**config.mk**
```make
export PLATFORM = sky130hd
export DESIGN_NAME = ahb_addr_decoder
export DESIGN_NICKNAME = d
export VERILOG_FILES = /design/src/rtl/ahb_dec_pkg.sv /design/src/rtl/region_match.sv /design/src/rtl/hit_priority.sv /design/src/rtl/default_fill.sv /design/src/rtl/ahb_addr_decoder.sv
export SDC_FILE = /design/constraint.sdc
export NUM_CORES = 1
export LEC_CHECK = 0
export BUFFER_PORTS_ARGS = -buffer_cell sky130_fd_sc_hd__buf_2
export CORE_AREA = 2 2 39 41
export DETAILED_ROUTE_END_ITERATION = 8
export DIE_AREA = 0 0 41 43
export PLACE_DENSITY = 0.45
export SETUP_SLACK_MARGIN = 0.5
export SYNTH_ARGS = -nofsm -noshare
export SYNTH_HDL_FRONTEND = slang
export SYNTH_SLANG_ARGS = --single-unit
```
**constraint.sdc**
```tcl
create_clock -name vclk -period 1.9
set_input_delay 0.19 -clock vclk [all_inputs]
set_output_delay 0.19 -clock vclk [all_outputs]
set_load 0.02 [all_outputs]
```
**src/rtl/ahb_dec_pkg.sv**
```systemverilog
package ahb_dec_pkg;
  // slot order is the bit order of the select vector
  typedef enum int unsigned {
    SLOT_ROM = 0,
    SLOT_RAM = 1,
    SLOT_APB = 2
  } slot_e;

  localparam int NUM_SLOTS     = 3;
  localparam int MIN_SIZE_LOG2 = 10;   // smallest legal window is 1 KB
endpackage

```
**src/rtl/region_match.sv**
```systemverilog
module region_match #(
  parameter int             TAG_W    = 16,
  parameter logic [TAG_W-1:0] BASE_TAG = '0,
  parameter bit             ENABLE   = 1'b1
) (
  input  logic [TAG_W-1:0] tag,
  output logic             hit
);
  generate
    if (ENABLE) begin : g_on
      assign hit = (tag == BASE_TAG);
    end else begin : g_off
      logic unused_tag;
      assign unused_tag = ^tag;
      assign hit        = 1'b0;
    end
  endgenerate
endmodule

```
**src/rtl/hit_priority.sv**
```systemverilog
module hit_priority #(
  parameter int N = 3
) (
  input  logic [N-1:0] hit,
  output logic [N-1:0] grant
);
  // lowest slot wins if misconfigured bases overlap
  always_comb begin
    grant = '0;
    for (int i = N - 1; i >= 0; i--) begin
      if (hit[i]) grant = N'(1) << i;
    end
  end
endmodule

```
**src/rtl/default_fill.sv**
```systemverilog
module default_fill #(
  parameter int N = 3
) (
  input  logic [N-1:0] grant,
  input  logic         en,
  output logic [N:0]   sel
);
  always_comb begin
    if (en) sel = {~|grant, grant};
    else    sel = '0;
  end
endmodule

```
**src/rtl/ahb_addr_decoder.sv**
```systemverilog
module ahb_addr_decoder
  import ahb_dec_pkg::*;
#(
  parameter int                ADDR_W    = 32,
  parameter int                SIZE_LOG2 = 16,
  parameter logic [ADDR_W-1:0] ROM_BASE  = 32'h0000_0000,
  parameter logic [ADDR_W-1:0] RAM_BASE  = 32'h2000_0000,
  parameter logic [ADDR_W-1:0] APB_BASE  = 32'h4000_0000,
  parameter logic [2:0]        REGION_EN = 3'b111
) (
  input  logic [ADDR_W-1:0]  haddr,
  input  logic               sel_in,
  output logic [NUM_SLOTS:0] sel_out
);
  localparam int TAG_W = ADDR_W - SIZE_LOG2;
  localparam logic [NUM_SLOTS-1:0][ADDR_W-1:0] BASES = {APB_BASE, RAM_BASE, ROM_BASE};

  logic [TAG_W-1:0]     tag;
  logic [NUM_SLOTS-1:0] hit;
  logic [NUM_SLOTS-1:0] grant;
  logic                 unused_offset;

  assign tag           = haddr[ADDR_W-1:SIZE_LOG2];
  assign unused_offset = ^haddr[SIZE_LOG2-1:0];

  generate
    for (genvar g = 0; g < NUM_SLOTS; g++) begin : g_region
      region_match #(
        .TAG_W   (TAG_W),
        .BASE_TAG(BASES[g][ADDR_W-1:SIZE_LOG2]),
        .ENABLE  (REGION_EN[g])
      ) u_match (
        .tag(tag),
        .hit(hit[g])
      );
    end
  endgenerate

  hit_priority #(.N(NUM_SLOTS)) u_prio (
    .hit  (hit),
    .grant(grant)
  );

  default_fill #(.N(NUM_SLOTS)) u_fill (
    .grant(grant),
    .en   (sel_in),
    .sel  (sel_out)
  );
endmodule

```
Yosys cells after proc, flatten, opt, wreduce, memory -nomap -nowiden
Index checks and enable logic that the tools add are counted.
{"block": "word_totals", "output_inout_bits": 4, "memories": 0, "input_bits": 33, "ram_bits": 0, "reg_bits": 0, "elab_cells": 9, "romBits": 0, "latch_bits": 0}
{"block": "classes", "reduce_logical": 3, "div": 0, "eq_ne": 2, "n_bitwise": 0, "n_lt_le_gt_ge": 0, "shifts": 0, "muxes": 4, "addsub": 0, "multipliers": 0}
{"cell": "$eq A16 B14 Y1 const B", "n": 1}
{"cell": "$eq A16 B15 Y1 const B", "n": 1}
{"cell": "$logic_not A16 Y1", "n": 1}
{"cell": "$mux W3", "n": 3}
{"cell": "$mux W4", "n": 1}
{"cell": "$reduce_or A3 Y1", "n": 1}
{"cell": "$logic_not A1 Y1", "n": 1}

Longest topological paths before layout
Gate-level depths: netlist of run 1.
{"block": "depth", "word_depth": 7, "mapped_depth": 3, "mapped_depth_nobuf": 3}

Cells and area by module
Synthesis of run 1 repeated with hierarchy kept, for this count alone.
{"block": "hier_totals", "hier_cells": 22, "hier_area_um2": 178.9}
{"module": "region_match (g_region[1].u_match ...)", "instances": 2, "area_each_um2": 42.5, "cells_each": 5, "seq_area_each_um2": 0.0}
{"module": "default_fill", "instances": 1, "area_each_um2": 33.8, "cells_each": 4, "seq_area_each_um2": 0.0}
{"module": "region_match (g_region[0].u_match)", "instances": 1, "area_each_um2": 33.8, "cells_each": 5, "seq_area_each_um2": 0.0}
{"module": "hit_priority", "instances": 1, "area_each_um2": 26.3, "cells_each": 3, "seq_area_each_um2": 0.0}

Worst setup path before layout of run 1
OpenSTA, ideal clock, no wires.
{"block": "synth_path", "kind": "input to output", "start": "input haddr[31]", "end": "output sel_out[1]", "cell_stages": 3, "path_slack_ns": 0.624, "required_ns": 1.710, "arrival_time_ns": 1.086, "path_cell_list": "nor4_2 -> nand2_1 -> nor4b_2"}
{"block": "synth_via", "elab_chain_len": 4}
{"item": "start, declared", "line_no": "ahb_addr_decoder.sv:11", "source": "input logic [ADDR_W-1:0] haddr,"}
{"item": "$eq A16 B14 Y1", "line_no": "region_match.sv:11", "source": "assign hit = (tag == BASE_TAG);"}
{"item": "$mux W3", "line_no": "hit_priority.sv:11", "source": "if (hit[i]) grant = N'(1) << i;"}
{"item": "$mux W3 *", "line_no": "hit_priority.sv:11"}
{"item": "$mux W4 *", "line_no": "default_fill.sv:9", "source": "if (en) sel = {~|grant, grant};"}
{"item": "end, declared", "line_no": "ahb_addr_decoder.sv:13", "source": "output logic [NUM_SLOTS:0] sel_out"}
Every way passes the cells marked *; elsewhere a longest branch is shown, timed or not.

Worst setup path after layout of run 1
{"block": "layout_path", "start": "input haddr[24]", "end": "output sel_out[1]"}
Same word-level chain as after synthesis.

==> out/qor.json, run 1 <==
{
  "routing": {
    "viasPerCell": 3.88,
    "drc": 0,
    "drt_iter0_markers": 0,
    "routed_wire_length_per_instance_um": 8.42,
    "via_count": 202,
    "antenna_left": 0,
    "first_pass_iters": 1,
    "postRouteWirelength_um": 438
  },
  "cells_and_area": {
    "clock_buffer_count": 0,
    "finalNetCount": 71,
    "area_growth_syn_to_layout_pct": 127,
    "layout.area.seq_um2": 0,
    "final_non_filler_cells": 52,
    "antenna_cells_inserted": 0,
    "final_cell_mix": "19 x buf_2, 3 x nor4_4, 2 x nor2_1, 2 x nand2_1",
    "design_area_um2": 275,
    "seq_cell_count": 0,
    "leading_cell_type_in_the_layout_fill_and_taps_excluded": "buf_2",
    "fraction_of_layout_instances_using_a_drive_strength_above_1_pct": 72.2,
    "num-fill-cells": 162,
    "multi_input_comb_area_um2": 138
  },
  "sta": {
    "tightest_slew_ns": 0.246,
    "fmaxAchievable_mhz": 761,
    "min_period_over_period_pct": 69.2,
    "rsz0062_at_grt": "false",
    "final_period_minus_worst_setup_slack_ns": 1.31,
    "relSlewSlack_pct": 83.4,
    "setup_total_negative_slack_ns": 0,
    "report.final.hold_viol_count": 0,
    "timing_max_transition_violations_final": 0,
    "setup-violations-final": 0
  },
  "floorplanning": {
    "std_cell_rows": 14,
    "die_width_um": 41,
    "initial_core_util_pct": 8.77,
    "core-area_mm2": 0.00138,
    "total_die_area_mm2": 0.00176,
    "design.portCount": 37,
    "fp.dieH_um": 43
  },
  "logic_synthesis": {
    "postSynthAreaPerCell_um2": 8.09,
    "synth_compound_gate_area_share_pct": 12.4,
    "synth_top_family_by_area": "simple AND/OR/NAND/NOR gates",
    "synth_xor_xnor_area_share_pct": 0,
    "netlist_instances": 15,
    "syn-cell-area_um2": 121,
    "synth.area.mux_share_pct": 0,
    "synth-simple-area-share_pct": 84.5,
    "synth.distinct_cells": 11,
    "synth_sequential_area_ratio_pct": 0,
    "syn_nets": 48,
    "synth_warnings": 0,
    "synth_adder_area_share_pct": 0
  },
  "worst_hold_path": {
    "min_path_cells": 3,
    "end_point_of_the_most_critical_hold_path": "sel_out[0]",
    "holdCritStartpoint": "haddr[30]",
    "timing.hold.worst.class": "primary input to output port"
  },
  "flow_run": {
    "max-cap-violations": 0
  },
  "pwr": {
    "power_density_mw_per_mm2": 144,
    "leakagePower_uw": 0.000115,
    "worst_ir_drop_vdd_mv": 0.0190
  },
  "placement": {
    "placed_cells": 52,
    "detailed_place.area_um2": 246,
    "placement.io_buffers": 21,
    "place_congestion": 0.595
  },
  "clock_network": {
    "hold_buffers": 0,
    "cts_setup_buffers": 0
  },
  "critical_path": {
    "worstPathCellList": "buf_2 > nor4_4 > nand2_1 > nor4b_2 > buf_4",
    "crit_path_end_kind": "output port",
    "critical_path_start_end_classification": "primary input to output port",
    "timing.critical_path.fanout_max": 3,
    "cpLargestDelayFamily": "simple AND/OR/NAND/NOR gates",
    "worst_path_largest_cell_delay_ns": 0.29,
    "critical_path_arrival_ns": 1.12,
    "required_time_at_the_endpoint_of_the_critical_path_ns": 1.71,
    "timing.critical_path.buf_inv": 2,
    "critPathLaunchType": "primary input",
    "cp_slowest_cell": "nor4_4"
  },
  "global_route": {
    "first_pass_grt_wire_length_um": 710,
    "grt_util_all_layers_pct": 5.29,
    "grt_max_degree": 5,
    "globalRouteOverflowTotal": 0,
    "antenna_found_initial": 0,
    "grt_pass1_vias": 197
  },
  "outcome": {
    "outcome": "finished, final reports clean"
  }
}
==> worst max-delay path by stage <==
stage | from | to | slack (ns) | cells after the start
after floorplan | haddr[31] | sel_out[1] | 0.62 | 3
after CTS | haddr[31] | sel_out[1] | 0.51 | 5
after global placement | haddr[25] | sel_out[1] | 0.50 | 5
after global routing | haddr[24] | sel_out[1] | 0.52 | 5
final | haddr[24] | sel_out[1] | 0.59 | 5
after detailed placement | haddr[31] | sel_out[1] | 0.51 | 5
==> cell usage after synthesis <==
| cell | n | area [um2] |
|---|---|---|
| nor4_2 | 2 | 25.0 |
| nand4_1 | 1 | 6.26 |
| inv_1 | 1 | 3.75 |
| a211oi_1 | 1 | 7.51 |
| nor4_4 | 1 | 21.3 |
| nor4b_2 | 1 | 15.0 |
| nor3b_1 | 1 | 7.51 |
| nand2_1 | 3 | 11.3 |
| nor4b_1 | 1 | 8.76 |
| o21a_1 | 1 | 7.51 |
| nor2_1 | 2 | 7.51 |
==> power breakdown <==
| part | internal (uW) | switching, uW |
|---|---|---|
| clock network | 0 | 0 |
| registers | 0 | 0 |
| logic | 20.5 | 19.2 |
==> worst min-delay path: stages <==
cell and delay [ns]:
buf_2 0.12, nor2_1 0.05, buf_2 0.15
==> kinds of logic (layout without fill, tap and decap cells) <==
kind of cell / Yosys count / after routing
buf+inv: 1 / 22
simple gates: 12 / 12
compound gates: 2 / 2
==> metal layers <==
metal / vias up / share of wire, % / track usage, % / routed length (um)
met5: - / 0 / 0 / 0
met4: 0 / 0 / 0 / 0
met3: 0 / 9.1 / 0 / 40
met2: 8 / 60 / 11.9 / 262
met1: 92 / 31 / 4.75 / 136
li1: 102 / - / - / -
==> per-stage QoR <==
step                      power [uW]  worst slack (ns)  hold WS (ns)  utilization, %
after floorplan                 8.47             0.624         0.433               -
after global placement          33.3             0.503         0.694            17.8
after detailed placement        34.1             0.508         0.693            17.8
after CTS                       34.1             0.509         0.696            18.0
after global routing            43.3             0.518         0.711            19.9
final                           39.7             0.585         0.695            19.9
==> what timing repair did <==
item,4_1_cts,5_1_grt
setup endpoints to repair,1,1
gates cloned,0,0
pin swaps,0,4
resized for setup,1,4
==> area by class of cell <==
| type | count | share of cell area, % |
|---|---|---|
| inverters | 1 | 1.36 |
| well taps | 16 | 7.27 |
| multi-input cells | 14 | 50.0 |
| repair buffers | 21 | 41.4 |
No activity file was read; power rests on OpenSTA's default activity.
==> run 2, diff against run 1 <==
Settings changed: PLACE_DENSITY 0.45 to 0.47.
Clock period 1.9 ns to 1.2 ns, I/O delays scaled along.
==> out/qor.json, run 2 (synthesis results as in run 1) <==
{
  "routing": {
    "via_count": {"value": 225, "change": "+11%"},
    "viasPerCell": {"value": 4.02, "change": "+3.4%"},
    "antenna_left": {"value": 0, "change": "unchanged"},
    "drc": {"value": 0, "change": "unchanged"},
    "routed_wire_length_per_instance": {"value": 11.8, "unit": "um", "change": "+40%"},
    "drt_iter0_markers": {"value": 3, "change": "+3"},
    "postRouteWirelength": {"value": 660, "unit": "um", "change": "+51%"},
    "first_pass_iters": {"value": 4, "change": "+3"}
  },
  "sta": {
    "tightest_slew": {"value": 0.252, "unit": "ns", "change": "+0.00544 ns"},
    "min_period_over_period_pct": 101,
    "timing_max_transition_violations_final": {"value": 0, "change": "unchanged"},
    "report.final.hold_viol_count": {"value": 0, "change": "unchanged"},
    "final.setup.worst_slack": {"value": -0.00834, "unit": "ns", "change": "-0.594 ns"},
    "setup-violations-final": {"value": 1, "change": "+1"},
    "final_period_minus_worst_setup_slack_ns": 1.21,
    "rsz0062_at_grt": "true",
    "fmaxAchievable_mhz": 828,
    "relSlewSlack": {"value": 83.1, "unit": "%", "change": "-0.26 points"}
  },
  "pwr": {
    "p_int": {"value": 52.4, "unit": "uW", "change": "+160%"},
    "leakagePower": {"value": 0.000157, "unit": "uW", "change": "+37%"},
    "power.share.sequential": {"value": 0, "unit": "%", "change": "unchanged"},
    "worst_ir_drop_vdd": {"value": 0.0841, "unit": "mV", "change": "+340%"},
    "power.combinational.fraction": {"value": 100.0, "unit": "%", "change": "about the same"},
    "clkPwrFrac": {"value": 0, "unit": "%", "change": "unchanged"},
    "fin_total_pwr": {"value": 90.0, "unit": "uW", "change": "+130%"},
    "power_density": {"value": 233, "unit": "mW/mm2", "change": "+61%"},
    "switching_power_summed_over_all_nets": {"value": 37.6, "unit": "uW", "change": "+95%"},
    "power.switching_fraction": {"value": 41.7, "unit": "%", "change": "-6.7 points"}
  },
  "cells_and_area": {
    "fraction_of_layout_instances_using_a_drive_strength_above_1": {"value": 85.0, "unit": "%", "change": "+13 points"},
    "seq_cell_count": {"value": 0, "change": "unchanged"},
    "layout.area.seq": {"value": 0, "unit": "um2", "change": "unchanged"},
    "leading_cell_type_in_the_layout_fill_and_taps_excluded": "buf_2",
    "finalCoreUtilization": {"value": 27.9, "unit": "%", "change": "+8.0 points"},
    "clock_buffer_count": {"value": 0, "change": "unchanged"},
    "antenna_cells_inserted": {"value": 0, "change": "unchanged"},
    "final_cell_mix": "11 x buf_2, 9 x buf_6, 5 x buf_4",
    "area_growth_syn_to_layout_pct": 219,
    "finalNetCount": {"value": 75, "change": "+5.6%"}
  },
  "placement": {
    "place_congestion": {"value": 0.632, "change": "+6.2%"},
    "placement.io_buffers": {"value": 21, "change": "unchanged"},
    "placement.setup.worst_slack": {"value": -0.0868, "unit": "ns", "change": "-0.595 ns"}
  },
  "global_route": {
    "first_pass_grt_wire_length": {"value": 972, "unit": "um", "change": "+37%"},
    "grt_util_all_layers": {"value": 7.49, "unit": "%", "change": "+2.2 points"},
    "globalRouteOverflowTotal": {"value": 0, "change": "unchanged"},
    "grt_max_degree": {"value": 5, "change": "unchanged"},
    "grt_pass1_vias": {"value": 222, "change": "+13%"},
    "antenna_found_initial": {"value": 0, "change": "unchanged"}
  },
  "worst_hold_path": {
    "end_point_of_the_most_critical_hold_path": "sel_out[0]",
    "holdCritStartpoint": "haddr[30]",
    "timing.hold.worst.class": "primary input to output port",
    "min_path_cells": {"value": 3, "change": "unchanged"}
  },
  "critical_path": {
    "crit_path_end_kind": "output port",
    "critPathLaunchType": "primary input",
    "critical_path_arrival": {"value": 1.09, "unit": "ns", "change": "-0.03 ns"},
    "required_time_at_the_endpoint_of_the_critical_path": {"value": 1.08, "unit": "ns", "change": "-0.63 ns"},
    "critical_path_start_end_classification": "primary input to output port",
    "timing.critical_path.fanout_max": {"value": 2, "change": "-1"}
  },
  "flow_run": {
    "max-cap-violations": {"value": 0, "change": "unchanged"}
  },
  "floorplanning": {
    "core-area": {"value": 0.00138, "unit": "mm2", "change": "unchanged"},
    "design.portCount": {"value": 37, "change": "unchanged"},
    "fp.dieH": {"value": 43, "unit": "um", "change": "unchanged"},
    "initial_core_util": {"value": 8.77, "unit": "%", "change": "unchanged"},
    "total_die_area": {"value": 0.00176, "unit": "mm2", "change": "unchanged"},
    "std_cell_rows": {"value": 14, "change": "unchanged"},
    "die_width": {"value": 41, "unit": "um", "change": "unchanged"}
  },
  "outcome": {
    "outcome": "complete, but fails checks",
    "violated_checks": "negative setup slack"
  }
}
## run 2: worst max path at each step
stage / to / slack (ns) / start
floorplan: sel_out[1] / 0.15 / haddr[31]
global placement: sel_out[1] / -0.07 / haddr[31]
detailed placement: sel_out[1] / -0.09 / haddr[31]
CTS: sel_out[1] / -0.03 / haddr[22]
global route: sel_out[1] / -0.09 / haddr[16]
finish: sel_out[1] / -0.008 / haddr[20]
## run 2: layer usage
layer | vias to the layer above | track usage, % | wire, um
met5 | - | 0 | 0
li1 | 111 | - | -
met2 | 23 | 8.75 | 199
met1 | 91 | 13.0 | 317
met3 | 0 | 3.14 | 143
met4 | 0 | 0 | 0
## run 2: metrics by stage
stage	TNS (ns)	hold WS [ns]	instances	area [um2]
after detailed placement	-0.0982	0.584	56	319
after CTS	-0.0286	0.572	56	380
after global placement	-0.108	0.581	56	319
after floorplan	0	0.268	15	164
after global routing	-0.104	0.578	56	387
final	-0.00834	0.562	56	387
## run 2: final cells by class
type | instances | area, um2
Fill cell | 157 | 997
Timing Repair Buffer | 25 | 194
Multi-Input combinational cell | 14 | 169
Tap cell | 16 | 20.0
Inverter | 1 | 3.75
## run 2: power by group through the flow
| stage | registers, uW | clock network [uW] | logic (uW) |
|---|---|---|---|
| after floorplan | 0 | 0 | 17.5 |
| after global placement | 0 | 0 | 74.2 |
| after detailed placement | 0 | 0 | 73.8 |
| after CTS | 0 | 0 | 89.4 |
| after global routing | 0 | 0 | 96.1 |
| final | 0 | 0 | 90.0 |
## run 2: worst max-delay path: stages
cell and delay [ns]:
buf_6 0.10, nor4_4 0.30, nand2_2 0.12, nor4b_4 0.28, buf_4 0.18
## run 2: repair_timing
| item | CTS | global route |
|---|---|---|
| setup buffers | 0 | 0 |
| gates resized for setup | 15 | 1 |
| setup endpoints to repair | 4 | 4 |
| pin swaps | 5 | 4 |
| hold buffers | 0 | 0 |
